### config.mk
export PLATFORM = sky130hd
export DESIGN_NAME = rx_addr_filter
export DESIGN_NICKNAME = d
export VERILOG_FILES = /design/src/rtl/rx_filter_pkg.sv /design/src/rtl/setup_slot_loader.sv /design/src/rtl/unicast_table.sv /design/src/rtl/dest_matcher.sv /design/src/rtl/rx_addr_filter.sv
export SDC_FILE = /design/constraint.sdc
export NUM_CORES = 1
export LEC_CHECK = 0
export BUFFER_PORTS_ARGS = -buffer_cell sky130_fd_sc_hd__buf_2
export CORE_MARGIN = 5
export CORE_UTILIZATION = 65
export DETAILED_ROUTE_END_ITERATION = 6
export GPL_ROUTABILITY_DRIVEN = 1
export PLACE_DENSITY_LB_ADDON = 0.25
export SLEW_MARGIN = 5
export SYNTH_ARGS = -nofsm -noshare
export SYNTH_HDL_FRONTEND = slang
export SYNTH_SLANG_ARGS = --single-unit
### constraint.sdc
create_clock -name clk -period 13.5 [get_ports clk]
set_clock_uncertainty 0.05 [all_clocks]
set_input_delay 2.7 -clock clk [delete_from_list [all_inputs] [get_ports clk]]
set_output_delay 2.7 -clock clk [all_outputs]
set_load 0.005 [all_outputs]
### src/rtl/rx_filter_pkg.sv
`timescale 1ns/1ps
package rx_filter_pkg;
  localparam int ADDR_BYTES = 6;
  typedef logic [ADDR_BYTES-1:0][7:0] mac_t;
endpackage

### src/rtl/setup_slot_loader.sv
`timescale 1ns/1ps
module setup_slot_loader
  import rx_filter_pkg::*;
#(
  parameter int SLOTS      = 16,
  parameter int SLOT_BYTES = 12
) (
  input  logic       clk,
  input  logic       rst,
  input  logic       start,
  input  logic       byte_valid,
  input  logic [7:0] byte_data,
  input  logic       byte_last,
  output logic       busy,
  output logic       wr_en,
  output mac_t       wr_data
);
  localparam int OW = $clog2(SLOT_BYTES);
  localparam int SW = (SLOTS > 1) ? $clog2(SLOTS) : 1;

  logic [OW-1:0] off;
  logic [SW-1:0] slot;
  mac_t          asm_q;
  logic          take, pick, slot_end, frame_end;
  logic [2:0]    pos;

  // Address bytes sit at offsets 0,1,4,5,8,9: pairs whose offset bit 1 is clear.
  assign take      = busy && byte_valid && !start;
  assign pick      = (off < OW'(10)) && !off[1];
  assign pos       = {off[3:2], off[0]};
  assign slot_end  = (off == OW'(SLOT_BYTES - 1));
  assign frame_end = take && (byte_last || (slot_end && slot == SW'(SLOTS - 1)));

  always_ff @(posedge clk) begin
    if (rst) begin
      busy  <= 1'b0;
      off   <= '0;
      slot  <= '0;
      asm_q <= '0;
    end else if (start) begin
      busy <= 1'b1;
      off  <= '0;
      slot <= '0;
    end else if (take) begin
      if (pick) asm_q[pos] <= byte_data;
      if (slot_end) begin
        off  <= '0;
        slot <= slot + 1'b1;
      end else begin
        off <= off + 1'b1;
      end
      if (frame_end) busy <= 1'b0;
    end
  end

  // Offset 9 is the last address byte, so the address is complete at slot end.
  assign wr_en   = take && slot_end && !asm_q[0][0];
  assign wr_data = asm_q;

  a_r2_start_busy: assert property (@(posedge clk) disable iff (rst)
    start |=> (busy && off == '0))
    else $error("start did not open a load");
  a_r5_marked_end: assert property (@(posedge clk) disable iff (rst)
    (busy && byte_valid && byte_last && !start) |=> !busy)
    else $error("load did not end on marked byte");
endmodule

### src/rtl/unicast_table.sv
`timescale 1ns/1ps
module unicast_table
  import rx_filter_pkg::*;
#(
  parameter int DEPTH = 16,
  parameter int CW    = $clog2(DEPTH + 1)
) (
  input  logic          clk,
  input  logic          rst,
  input  logic          clear,
  input  logic          wr_en,
  input  mac_t          wr_data,
  output mac_t          entries [DEPTH],
  output logic [CW-1:0] count
);
  // Storage carries no reset; entries at or above count are masked by users.
  always_ff @(posedge clk) begin
    if (wr_en && !clear && count < CW'(DEPTH)) entries[count[CW-2:0]] <= wr_data;
  end

  always_ff @(posedge clk) begin
    if (rst || clear)                          count <= '0;
    else if (wr_en && count < CW'(DEPTH))      count <= count + 1'b1;
  end

  a_r2_clear_empties: assert property (@(posedge clk) disable iff (rst)
    clear |=> (count == '0))
    else $error("clear left entries");
  a_r4_count_step: assert property (@(posedge clk) disable iff (rst)
    !clear |=> (count == $past(count) || count == $past(count) + 1'b1))
    else $error("count jumped");
  always @(posedge clk) begin
    if (!rst) begin
      a_r4_bound: assert (count <= CW'(DEPTH)) else $error("count overflow");
    end
  end
endmodule

### src/rtl/dest_matcher.sv
`timescale 1ns/1ps
module dest_matcher
  import rx_filter_pkg::*;
#(
  parameter int DEPTH = 16,
  parameter int CW    = $clog2(DEPTH + 1)
) (
  input  logic          clk,
  input  logic          rst,
  input  logic          accept_all,
  input  logic          byte_valid,
  input  logic [7:0]    byte_data,
  input  mac_t          entries [DEPTH],
  input  logic [CW-1:0] count,
  output logic          decide_valid,
  output logic          accept
);
  logic [2:0]       idx;
  logic [DEPTH-1:0] hit, hit_nx;
  logic             grp, grp_nx, last;

  assign last   = byte_valid && (idx == 3'(ADDR_BYTES - 1));
  assign grp_nx = (idx == 3'd0) ? byte_data[0] : grp;

  // One byte comparator per entry; a per-entry flag survives while bytes agree.
  for (genvar gi = 0; gi < DEPTH; gi++) begin : g_cmp
    assign hit_nx[gi] = (entries[gi][idx] == byte_data)
                        && ((idx == 3'd0) || hit[gi])
                        && (CW'(gi) < count);
  end

  always_ff @(posedge clk) begin
    if (rst) begin
      idx          <= '0;
      hit          <= '0;
      grp          <= 1'b0;
      decide_valid <= 1'b0;
      accept       <= 1'b0;
    end else begin
      decide_valid <= last;
      if (byte_valid) begin
        hit <= hit_nx;
        grp <= grp_nx;
        idx <= last ? 3'd0 : idx + 3'd1;
        if (last) accept <= accept_all || grp_nx || (|hit_nx);
      end
    end
  end

  a_r6_single_pulse: assert property (@(posedge clk) disable iff (rst)
    decide_valid |=> !decide_valid)
    else $error("decision pulse too long");
  a_r7_all_mode: assert property (@(posedge clk) disable iff (rst)
    (last && accept_all) |=> (decide_valid && accept))
    else $error("accept-all frame rejected");
endmodule

### src/rtl/rx_addr_filter.sv
`timescale 1ns/1ps
module rx_addr_filter
  import rx_filter_pkg::*;
#(
  parameter int SLOTS      = 16,
  parameter int SLOT_BYTES = 12,
  localparam int CW        = $clog2(SLOTS + 1)
) (
  input  logic          clk,
  input  logic          rst,
  input  logic          accept_all,
  input  logic          setup_start,
  input  logic          setup_valid,
  input  logic [7:0]    setup_byte,
  input  logic          setup_last,
  input  logic          dst_valid,
  input  logic [7:0]    dst_byte,
  output logic          load_busy,
  output logic [CW-1:0] entry_count,
  output logic          decide_valid,
  output logic          accept
);
  logic wr_en;
  mac_t wr_data;
  mac_t entries [SLOTS];
  logic dst_take;

  setup_slot_loader #(.SLOTS(SLOTS), .SLOT_BYTES(SLOT_BYTES)) u_loader (
    .clk(clk), .rst(rst), .start(setup_start), .byte_valid(setup_valid),
    .byte_data(setup_byte), .byte_last(setup_last), .busy(load_busy),
    .wr_en(wr_en), .wr_data(wr_data)
  );

  unicast_table #(.DEPTH(SLOTS), .CW(CW)) u_table (
    .clk(clk), .rst(rst), .clear(setup_start), .wr_en(wr_en),
    .wr_data(wr_data), .entries(entries), .count(entry_count)
  );

  assign dst_take = dst_valid && !load_busy;

  dest_matcher #(.DEPTH(SLOTS), .CW(CW)) u_match (
    .clk(clk), .rst(rst), .accept_all(accept_all), .byte_valid(dst_take),
    .byte_data(dst_byte), .entries(entries), .count(entry_count),
    .decide_valid(decide_valid), .accept(accept)
  );

  a_r10_quiet_while_loading: assert property (@(posedge clk) disable iff (rst)
    (load_busy && $past(load_busy)) |-> !decide_valid)
    else $error("decision during load");
endmodule

**Word-level counts from Yosys, hierarchy flattened**

Cells that the tools add are included.

- Add/sub/neg operators: 4
- Reduce and logical (&&, ||, !) cells: 79
- Order comparisons: 23
- Eq/ne operators: 19
- Muxes and demuxes: 44
- Bitwise gates (word level): 2

Operator list:

| kind | number |
|---|---|
| 768-bit bitwise mux | 1 |
| 8-bit binary-select mux with 3-bit select | 16 |
| 48-bit demux with 4-bit select | 1 |
| 8-bit two-way mux | 17 |
| 8-bit == test | 16 |
| 48-bit bitwise mux | 1 |
| 48-bit two-way mux | 1 |
| 1-bit logical AND | 46 |
| 4-bit by 5-bit < comparator with 1-bit output, first input constant | 8 |
| 8-bit demux with 3-bit select | 1 |
| 1-bit logical OR | 20 |
| 3-bit by 5-bit < comparator with 1-bit output, first input constant | 4 |
| 16-bit OR reduction | 1 |
| 1-bit by 5-bit < comparator with 1-bit output, first input constant | 2 |
| 2-bit by 5-bit < comparator with 1-bit output, first input constant | 2 |
| 4-bit by 1-bit adder with 4-bit output, second input constant | 2 |
| 4-bit == test, second input constant | 2 |
| 3-bit by 4-bit < comparator with 1-bit output, second input constant | 2 |
| 2-bit AND reduction | 3 |
| 5-bit by 1-bit adder with 5-bit output, second input constant | 1 |
| 5-bit greater-or-equal comparator, second input constant | 1 |
| 5-bit by 1-bit < comparator with 1-bit output, second input constant | 1 |
| 5-bit < comparator, second input constant | 1 |
| 4-bit NOT with 5-bit output | 1 |
| other kinds (13) | 20 |

- Input port bits: 23
- Output and inout bits: 8
- Logic and storage cells: 282
- Flip-flop bits (word level): 852

**Depth between registers and ports, before layout**

Gate-level depths: netlist (run 1).

- Word-level depth: 7
- Gate-level depth with buffers: 16
- Gate-level depth less buffers: 10

**By module**

From an unflattened synthesis (run 1), not the netlist that was laid out.

- Cell total of the unflattened synthesis: 2,094
- Area, all modules: 34,848.4 sq um

By module, submodules not included:

| module | instances | area an instance (sq um) | cells each | sequential area each (sq um) |
|---|---|---|---|---|
| unicast_table | 1 | 23,438.7 | 822 | 23,162.2 |
| dest_matcher | 1 | 8,998.6 | 1,013 | 440.4 |
| setup_slot_loader | 1 | 2,397.3 | 258 | 1,141.1 |
| rx_addr_filter | 1 | 13.8 | 1 | 0.0 |

**Least setup slack after synthesis (run 1)**

Ideal clock, no wire load.

- Path type: input-to-reg
- Start: input port setup_start
- End: register u_table.entries[576] (netlist name)
- Setup slack: 5.489 ns
- Stages: 4
- Path buffers: 0
- Arrival: 7.448 ns
- Cell sequence: nor4_1 > nor3b_2 > nand2_1 > nor3_1

- Word-level cells in the longest chain between the ends: 6

RTL lines:

| item | RTL line | RTL |
|---|---|---|
| start, declared | rx_addr_filter.sv:12 | `input logic setup_start,` |
| 1-bit logical NOT (*) | setup_slot_loader.sv:28, unicast_table.sv:18 |  |
| 1-bit logical AND | setup_slot_loader.sv:28 | `assign take = busy && byte_valid && !start;` |
| 1-bit logical AND (2 in a row) | setup_slot_loader.sv:57 | `assign wr_en = take && slot_end && !asm_q[0][0];` |
| 1-bit logical AND (*) (2 in a row) | unicast_table.sv:18 | `if (wr_en && !clear && count < CW'(DEPTH)) entries[count[CW-2:0]] <= wr_data;` |

Mark *: on every way between the ends. The rest lies on a longest branch, timed or not.
A chain may end at the register's enable or synchronous reset.

**Final worst setup path (run 1)**

- Start: input port dst_byte[2]
- End: register u_match.accept

- Word-level cells in the longest chain between the ends: 5

RTL lines:

| item | RTL line | RTL |
|---|---|---|
| start, declared | rx_addr_filter.sv:17 | `input logic [7:0] dst_byte,` |
| 8-bit == test | dest_matcher.sv:27 | `assign hit_nx[gi] = (entries[gi][idx] == byte_data)` |
| 1-bit logical AND | dest_matcher.sv:28 | `&& ((idx == 3'd0) \|\| hit[gi])` |
| 1-bit logical AND | dest_matcher.sv:29 | `&& (CW'(gi) < count);` |
| 16-bit OR reduction (*) | dest_matcher.sv:45 | `if (last) accept <= accept_all \|\| grp_nx \|\| (\|hit_nx);` |
| 1-bit logical OR (*) | dest_matcher.sv:45 |  |
| end signal, assigned | dest_matcher.sv:45 |  |
| end, declared | dest_matcher.sv:16 | `output logic accept` |

Marked as above.

==> metrics.md, run 1 <==
| Metric | Value |
|---|---|
| Dpl hpwl | 56900 µm |
| Cells after Synth | 2050 |
| Placement Rows | 84 |
| RSZ-0062 raised after global routing | false |
| Post-synth EDFFs | 768 |
| Die Area | 58000 µm² |
| Pre-antenna DRT Iters | 5 |
| CP arrival | 5870 ps |
| Clock power share | 42.4% |
| # clock sinks | 852 |
| Initial Util | 65.8% |
| Vias in the first global route | 19400 |
| Largest cells by area after synthesis | edfxtp_1 (67%), mux4_2 (6.9%), dfxtp_1 (4.9%) |
| Synth top cells by count | edfxtp_1 (768), mux2i_1 (166), nor2_1 (163) |
| Initial antenna violation count | 2 |
| Net Sw Frac | 21.6% |
| Ys async rst share | 0% |
| Yosys warnings | 0 |
| Area leader, netlist | edfxtp_1 |
| Routed len/inst | 33.3 µm |
| Clock transition at path regs | 60 ps |
| Fmax | 186 MHz |
| Clock H-tree levels | 3 |
| Comb power frac | 5.9% |
| Synth Net Count | 2082 |
| Post-route ant nets | 0 |
| P_sw | 1.19 mW |
| Worst R2R Setup Slack | 8390 ps |
| Final Worst Setup Slack | 8120 ps |
| Die Ht | 241 µm |
| Most frequent cell after synthesis | edfxtp_1 |
| Placer's final routability congestion estimate | 0.999 |
| Share of cells above drive strength 1 | 17.1% |
| Yosys reg bits | 852 |
| Skew-Pair Late Insertion Delay | 640 ps |
| Ys flop type | edfxtp_1 |
| Setup Fix Bufs, Post-CTS | 0 |
| Critical Path Start Type | primary input |
| Sequential group share of total power | 51.7% |
| Starting DRT DRC Count | 3041 |
| Crit Path Category | primary input to flip-flop |
| CTS tree | yes |
| Post-Syn Area | 34700 µm² |
| Drt drc | 0 |
| Final Max Slew Viols | 0 |
| Largest net degree at the start of global routing | 111 |
| Die X | 241 µm |
| FILL cells | 3128 |
| GRT Residual Overflow | 0 |
| Relative slew slack | 7.96% |
| Final Hold Fails | 0 |
| Setup violations, final | 0 |
| Ports | 31 |
| Final WL | 95000 µm |
| Final min period | 5380 ps |
| Max Buffers Root-to-Sink | 3 |
| Synthesized area per cell | 16.9 µm² |
| Max Cap Violations | 0 |
| P per Cell Area | 144 nW/µm² |
| Critical path fanouts, max | 15 |
| Area share of the largest cell type after synthesis | 66.6% |
| Core area | 52700 µm² |
| Worst-margin pin slew | 1380 ps |
| First-pass GRT wire length | 136000 µm |
| Setup TNS Final | 0 ps |
| Final nets | 2128 |
| Crit. End Element | flip-flop |
| Post-DR vias/cell | 6.92 |
| Post-synthesis cell type count | 69 |
| Pwr Total | 5.52 mW |
| Layout area overhead | 10.6% |
| Peak VDD IR | 0.117 mV |
| CTS Hold Bufs | 0 |
| Final Cycle Share | 39.8% |
| Required time of the critical path | 13990 ps |
| Int Pwr | 4.33 mW |
| P_leak | 11.7 nW |
| Post_cts resized | 0 |
| Clk root buf | clkbuf_16 |
| Total GRT Usage | 33.3% |
| Outcome | complete, no violations |
| Vias | 19800 |
| I/O Buffers | 30 |
| Register area share after synthesis | 71.4% |
| Cts bufs inserted | 82 |
| Worst min-delay path class | flip-flop to flip-flop |
| Dpl ws | 7520 ps |
## sequential cells by signal, indices dropped and copies added, names as in the netlist
name                  cells
u_loader.busy             1
u_loader.off              4
u_loader.slot             4
u_loader.wr_data         48
u_match.accept            1
u_match.decide_valid      1
u_match.grp               1
u_match.hit              16
u_match.idx               3
u_table.count             5
u_table.entries         768
## kinds of logic (layout without fill, tap and decap cells)
| logic type | Yosys count | count (layout) | share of synthesized area (%) |
|---|---|---|---|
| AO/OA/AOI/OAI | 228 | 228 | 4.26 |
| XOR/XNOR | 143 | 143 | 3.61 |
| flip-flops | 852 | 852 | 71.4 |
| multiplexers | 326 | 326 | 13.4 |
| buffers and inverters | 138 | 253 | 2.14 |
| other | 0 | 1 | 0 |
| AND/OR/NAND/NOR | 354 | 354 | 4.81 |
| adder cells (fa/ha/maj) | 9 | 9 | 0.325 |
## metrics by stage
| stage | util [%] | cells | instance area [µm²] | hold slack, ps |
|---|---|---|---|---|
| 2_1_floorplan | - | 2050 | 34700 | 382 |
| 3_3_place_gp | 67.5 | 2700 | 35600 | 393 |
| 6_report | 72.8 | 2854 | 38300 | 410 |
| 4_1_cts | 72.8 | 2853 | 38300 | 409 |
| 5_1_grt | 72.8 | 2853 | 38300 | 427 |
| 3_5_place_dp | 67.5 | 2700 | 35600 | 401 |
## metal layers
layer | up-vias | wire length [µm] | track usage [%]
met4 | 0 | 4160 | 13.1
met1 | 10100 | 35200 | 47.9
met3 | 219 | 10800 | 5.97
li1 | 8076 | - | -
met5 | - | 0 | 0
met2 | 1384 | 44800 | 52.0
## worst max-delay path, stage by stage
cell	delay, ps
buf_2	290
clkinv_1	700
a22o_1	440
nor4_1	270
a21oi_1	70
or4_1	570
o41ai_1	460
nor4b_1	110
a311oi_2	240
## final cells by class
class,instances,area (µm²),share of cell area (%)
antenna,1,2.50,0.00653
timing repair buffer,86,583,1.52
tap,688,861,2.25
sequential,852,24800,64.6
inverter,14,53.8,0.140
clock inverter,38,429,1.12
clock buffer,115,2330,6.08
multi-input combinational,1060,9310,24.3
## placed cells by master (no fill, tap or decap), types with 9 or more instances in the layout
master and count:
edfxtp_1 768, mux2i_1 166, nor2_1 151, xnor2_1 139
mux4_2 106, clkbuf_16 86, dfxtp_1 81, a21oi_1 67
buf_4 55, nand2_1 48, a22oi_1 40, mux2_1 31
buf_2 30, nor3_1 25, o21ai_0 24, mux2_2 23
clkbuf_1 22, nand4_1 19, o22ai_1 17, nor4_1 16
nand3_1 16, o21ai_1 15, clkinv_2 14, nand2b_1 13
nor2_4 12, or3_1 12, nor2b_1 11, clkinv_1 10
inv_1 9, ha_1 9
## power groups by stage
stage	logic (mW)	registers, mW	clock network (mW)
5_1_grt	0.342	2.85	2.48
6_report	0.328	2.85	2.34
3_5_place_dp	0.324	2.91	0
3_3_place_gp	0.323	2.91	0
2_1_floorplan	0.246	2.89	0
4_1_cts	0.325	2.85	2.36
## path summary, 6_finish.rpt
path / start / end / cells past startpoint
worst max-delay path: dst_byte[2] / u_match.accept$_SDFFE_PP0P_ / 9
worst min-delay path: u_match.hit[13]$_SDFFE_PP0P_ / u_match.hit[13]$_SDFFE_PP0P_ / 2
worst max register to register: u_match.idx[0]$_SDFFE_PP0P_ / u_match.accept$_SDFFE_PP0P_ / 8
worst min register to register: u_match.hit[13]$_SDFFE_PP0P_ / u_match.hit[13]$_SDFFE_PP0P_ / 2
Note: power is estimated with default switching activity, not from simulation.
==> run 2, diff against run 1 <==
--- a/config.mk
+++ b/config.mk
@@ -7,7 +7,7 @@
 export LEC_CHECK = 0
 export BUFFER_PORTS_ARGS = -buffer_cell sky130_fd_sc_hd__buf_2
 export CORE_MARGIN = 5
-export CORE_UTILIZATION = 65
+export CORE_UTILIZATION = 57
 export DETAILED_ROUTE_END_ITERATION = 6
 export GPL_ROUTABILITY_DRIVEN = 1
 export PLACE_DENSITY_LB_ADDON = 0.25
==> constraint.sdc (replaced) <==
create_clock -name clk -period 4.5 [get_ports clk]
set_clock_uncertainty 0.05 [all_clocks]
set_input_delay 0.9 -clock clk [delete_from_list [all_inputs] [get_ports clk]]
set_output_delay 0.9 -clock clk [all_outputs]
set_load 0.005 [all_outputs]
==> run 2 against run 1 <==
  * Hold slack better by 5.7 ps
  * Via count down 0.40%
  * Utilization shrank 8.0 points
  * Largest cell class unchanged
  * Combinational power grew to 3.4 times the previous value
==> metrics.md, run 2 (synthesis gave the netlist of run 1 again) <==
| Metric | Value |
|---|---|
| Outcome | complete, no violations |
| Routed len/inst | 32.8 µm (-1.5%) |
| Skew-Pair Late Insertion Delay | 650 ps (about the same) |
| Die Area | 65800 µm² (+13%) |
| GRT busiest layer | met2 |
| Stages on the worst setup path | 10 (+1) |
| Dpl hpwl | 63200 µm (+11%) |
| Met2 usage | 45.4% (-6.6 points) |
| Crit Path Category | flip-flop to flip-flop |
| Initial antenna violation count | 8 (+6) |
| Ports | 31 (unchanged) |
| Worst min-delay path class | flip-flop to flip-flop |
| Worst-margin pin slew | 1090 ps (-287 ps) |
| Critical Path Start Type | flip-flop |
| Layout area overhead | 12.6% |
| Drt drc | 0 (unchanged) |
| Clk root buf | clkbuf_16 |
| Largest register FFs | 768 (unchanged) |
| GRT Residual Overflow | 0 (unchanged) |
| Max Buffers Root-to-Sink | 3 (unchanged) |
| Delay-heaviest family, CP | compound AO/OA/AOI/OAI gates |
| Die Ht | 257 µm (+6.5%) |
| Initial Util | 57.5% (-8.3 points) |
| RSZ-0062 raised after global routing | false |
| Worst-case reg-to-reg path depth | 10 (+2) |
| Relative slew slack | 27.2% (+19 points) |
| Clock H-tree levels | 3 (unchanged) |
| CP peak stage delay | 830 ps (+130 ps) |
| P per Cell Area | 431 nW/µm² (+200%) |
| Placer's final routability congestion estimate | 0.970 (-2.8%) |
| Clock transition at path regs | 60 ps (about the same) |
| First-pass GRT wire length | 140000 µm (+3.0%) |
| Post_cts resized | 0 (unchanged) |
| Total GRT Usage | 29.7% (-3.6 points) |
| Fin area | 39000 µm² (+1.8%) |
| Largest net degree at the start of global routing | 55 (-50%) |
| Die X | 257 µm (+6.5%) |
| Core area | 60200 µm² (+14%) |
| Slowest CP cell | nor2b_1 |
| Peak VDD IR | 0.432 mV (+270%) |
| Post-route ant nets | 0 (unchanged) |
| Vias | 19700 (-0.40%) |
| Final min period | 4280 ps |
| Required time of the critical path | 5000 ps (-8990 ps) |
| I/O Buffers | 30 (unchanged) |
| Met1 usage | 43.1% (-4.8 points) |
| Max Cap Violations | 0 (unchanged) |
| Pre-antenna DRT Iters | 5 (unchanged) |
| Fmax | 234 MHz |
| Post-DR vias/cell | 6.57 (-5.1%) |
| Most common cell after layout, fill and taps aside | edfxtp_1 |
| Final Max Slew Viols | 0 (unchanged) |
| Final Cycle Share | 95.2% |
| Crit path buffers/inverters | 1 (-1) |
| Setup violations, final | 0 (unchanged) |
| Setup Fix Bufs, Post-CTS | 0 (unchanged) |
| CTS tree | yes |
| Final Hold Fails | 0 (unchanged) |
| Commonest non-fill, non-tap cells in the layout | edfxtp_1 (768), mux2i_1 (166), nor2_1 (150) |
| Dpl cell area | 36100 µm² (+1.6%) |
| Crit. End Element | flip-flop |
| Share of cells above drive strength 1 | 19.0% (+1.9 points) |
| Placement Rows | 90 (+7.1%) |
| Critical path fanouts, max | 26 (+11) |
| P_leak | 12.0 nW (+2.2%) |
| Hold slack | 415 ps (+5.75 ps) |
| CTS Hold Bufs | 0 (unchanged) |
| Starting DRT DRC Count | 2500 (-18%) |
| Final WL | 98100 µm (+3.3%) |
| M3 GR Usage | 6.12% (+0.15 points) |
| Vias in the first global route | 19300 (-0.45%) |
| Hold Path Stages | 2 (unchanged) |
| CP arrival | 4780 ps (-1090 ps) |
| # clock sinks | 852 (unchanged) |
| Final nets | 2173 (+2.1%) |
| Critical-path cell list | inv_1 > ha_1 > nor2b_1 > o21ai_0 > a211oi_1 > o21ai_1 > a2111oi_0 > nand3_1 > nor4b_1 > a311oi_2 |
| Cts bufs inserted | 85 (+3.7%) |
-- run 2: changes by cell type in the layout (fill, tap and decap cells not counted), moves of 4 or more --
cell	previous run	this run
buf_4	55	87
clkbuf_16	86	92
buf_12	1	11
nor3_2	5	1
nor3_4	0	4
bufinv_16	8	4
clkbuf_8	7	11
-- run 2: routing by layer --
| metal | vias to the layer above | part of all wire, % |
|---|---|---|
| met5 | - | 0.082 |
| met4 | 12 | 4.2 |
| met3 | 197 | 10 |
| met2 | 1165 | 46 |
| met1 | 10100 | 39 |
| li1 | 8170 | - |
-- run 2: per-stage QoR --
| stage | worst slack (ps) | total power, mW | TNS, ps | std cells | util, % |
|---|---|---|---|---|---|
| 6_report | 217 | 16.8 | 0 | 2995 | 64.8 |
| 3_5_place_dp | 328 | 9.82 | 0 | 2836 | 60.0 |
| 2_1_floorplan | -442 | 9.42 | -251150 | 2050 | - |
| 5_1_grt | 119 | 17.3 | 0 | 2993 | 64.8 |
| 3_3_place_gp | 292 | 9.81 | 0 | 2836 | 60.0 |
| 4_1_cts | 306 | 16.9 | 0 | 2993 | 64.8 |
-- run 2: worst register-to-register path, stage by stage (launching register included) --
cell and delay (ps):
dfxtp_4 480, inv_1 380, ha_1 280, nor2b_1 830, o21ai_0 340, a211oi_1 280, o21ai_1 90, a2111oi_0 770
nand3_1 210, nor4b_1 240, a311oi_2 240
-- run 2: power breakdown --
group / internal (mW) / total, mW / switching [mW]
sequential: 8.51 / 8.55 / 0.0450
clock: 4.17 / 7.17 / 2.99
combinational: 0.429 / 1.11 / 0.682
-- run 2: final timing paths --
check,from,end,slack (ps)
worst min register to register,u_match.hit[14]$_SDFFE_PP0P_,u_match.hit[14]$_SDFFE_PP0P_,420
worst max-delay path,u_match.idx[1]$_SDFFE_PP0P_,u_match.accept$_SDFFE_PP0P_,220
worst max register to register,u_match.idx[1]$_SDFFE_PP0P_,u_match.accept$_SDFFE_PP0P_,220
worst min-delay path,u_match.hit[14]$_SDFFE_PP0P_,u_match.hit[14]$_SDFFE_PP0P_,420
-- run 2: area by class of cell --
cell class / count / area [µm²]
Sequential cell: 852 / 24800
Fill cell: 4078 / 21200
Multi-Input combinational cell: 1060 / 9330
Clock buffer: 125 / 2540
Timing Repair Buffer: 128 / 1020
Tap cell: 782 / 978
Clock inverter: 32 / 337
Inverter: 14 / 53.8
Antenna cell: 2 / 5.00
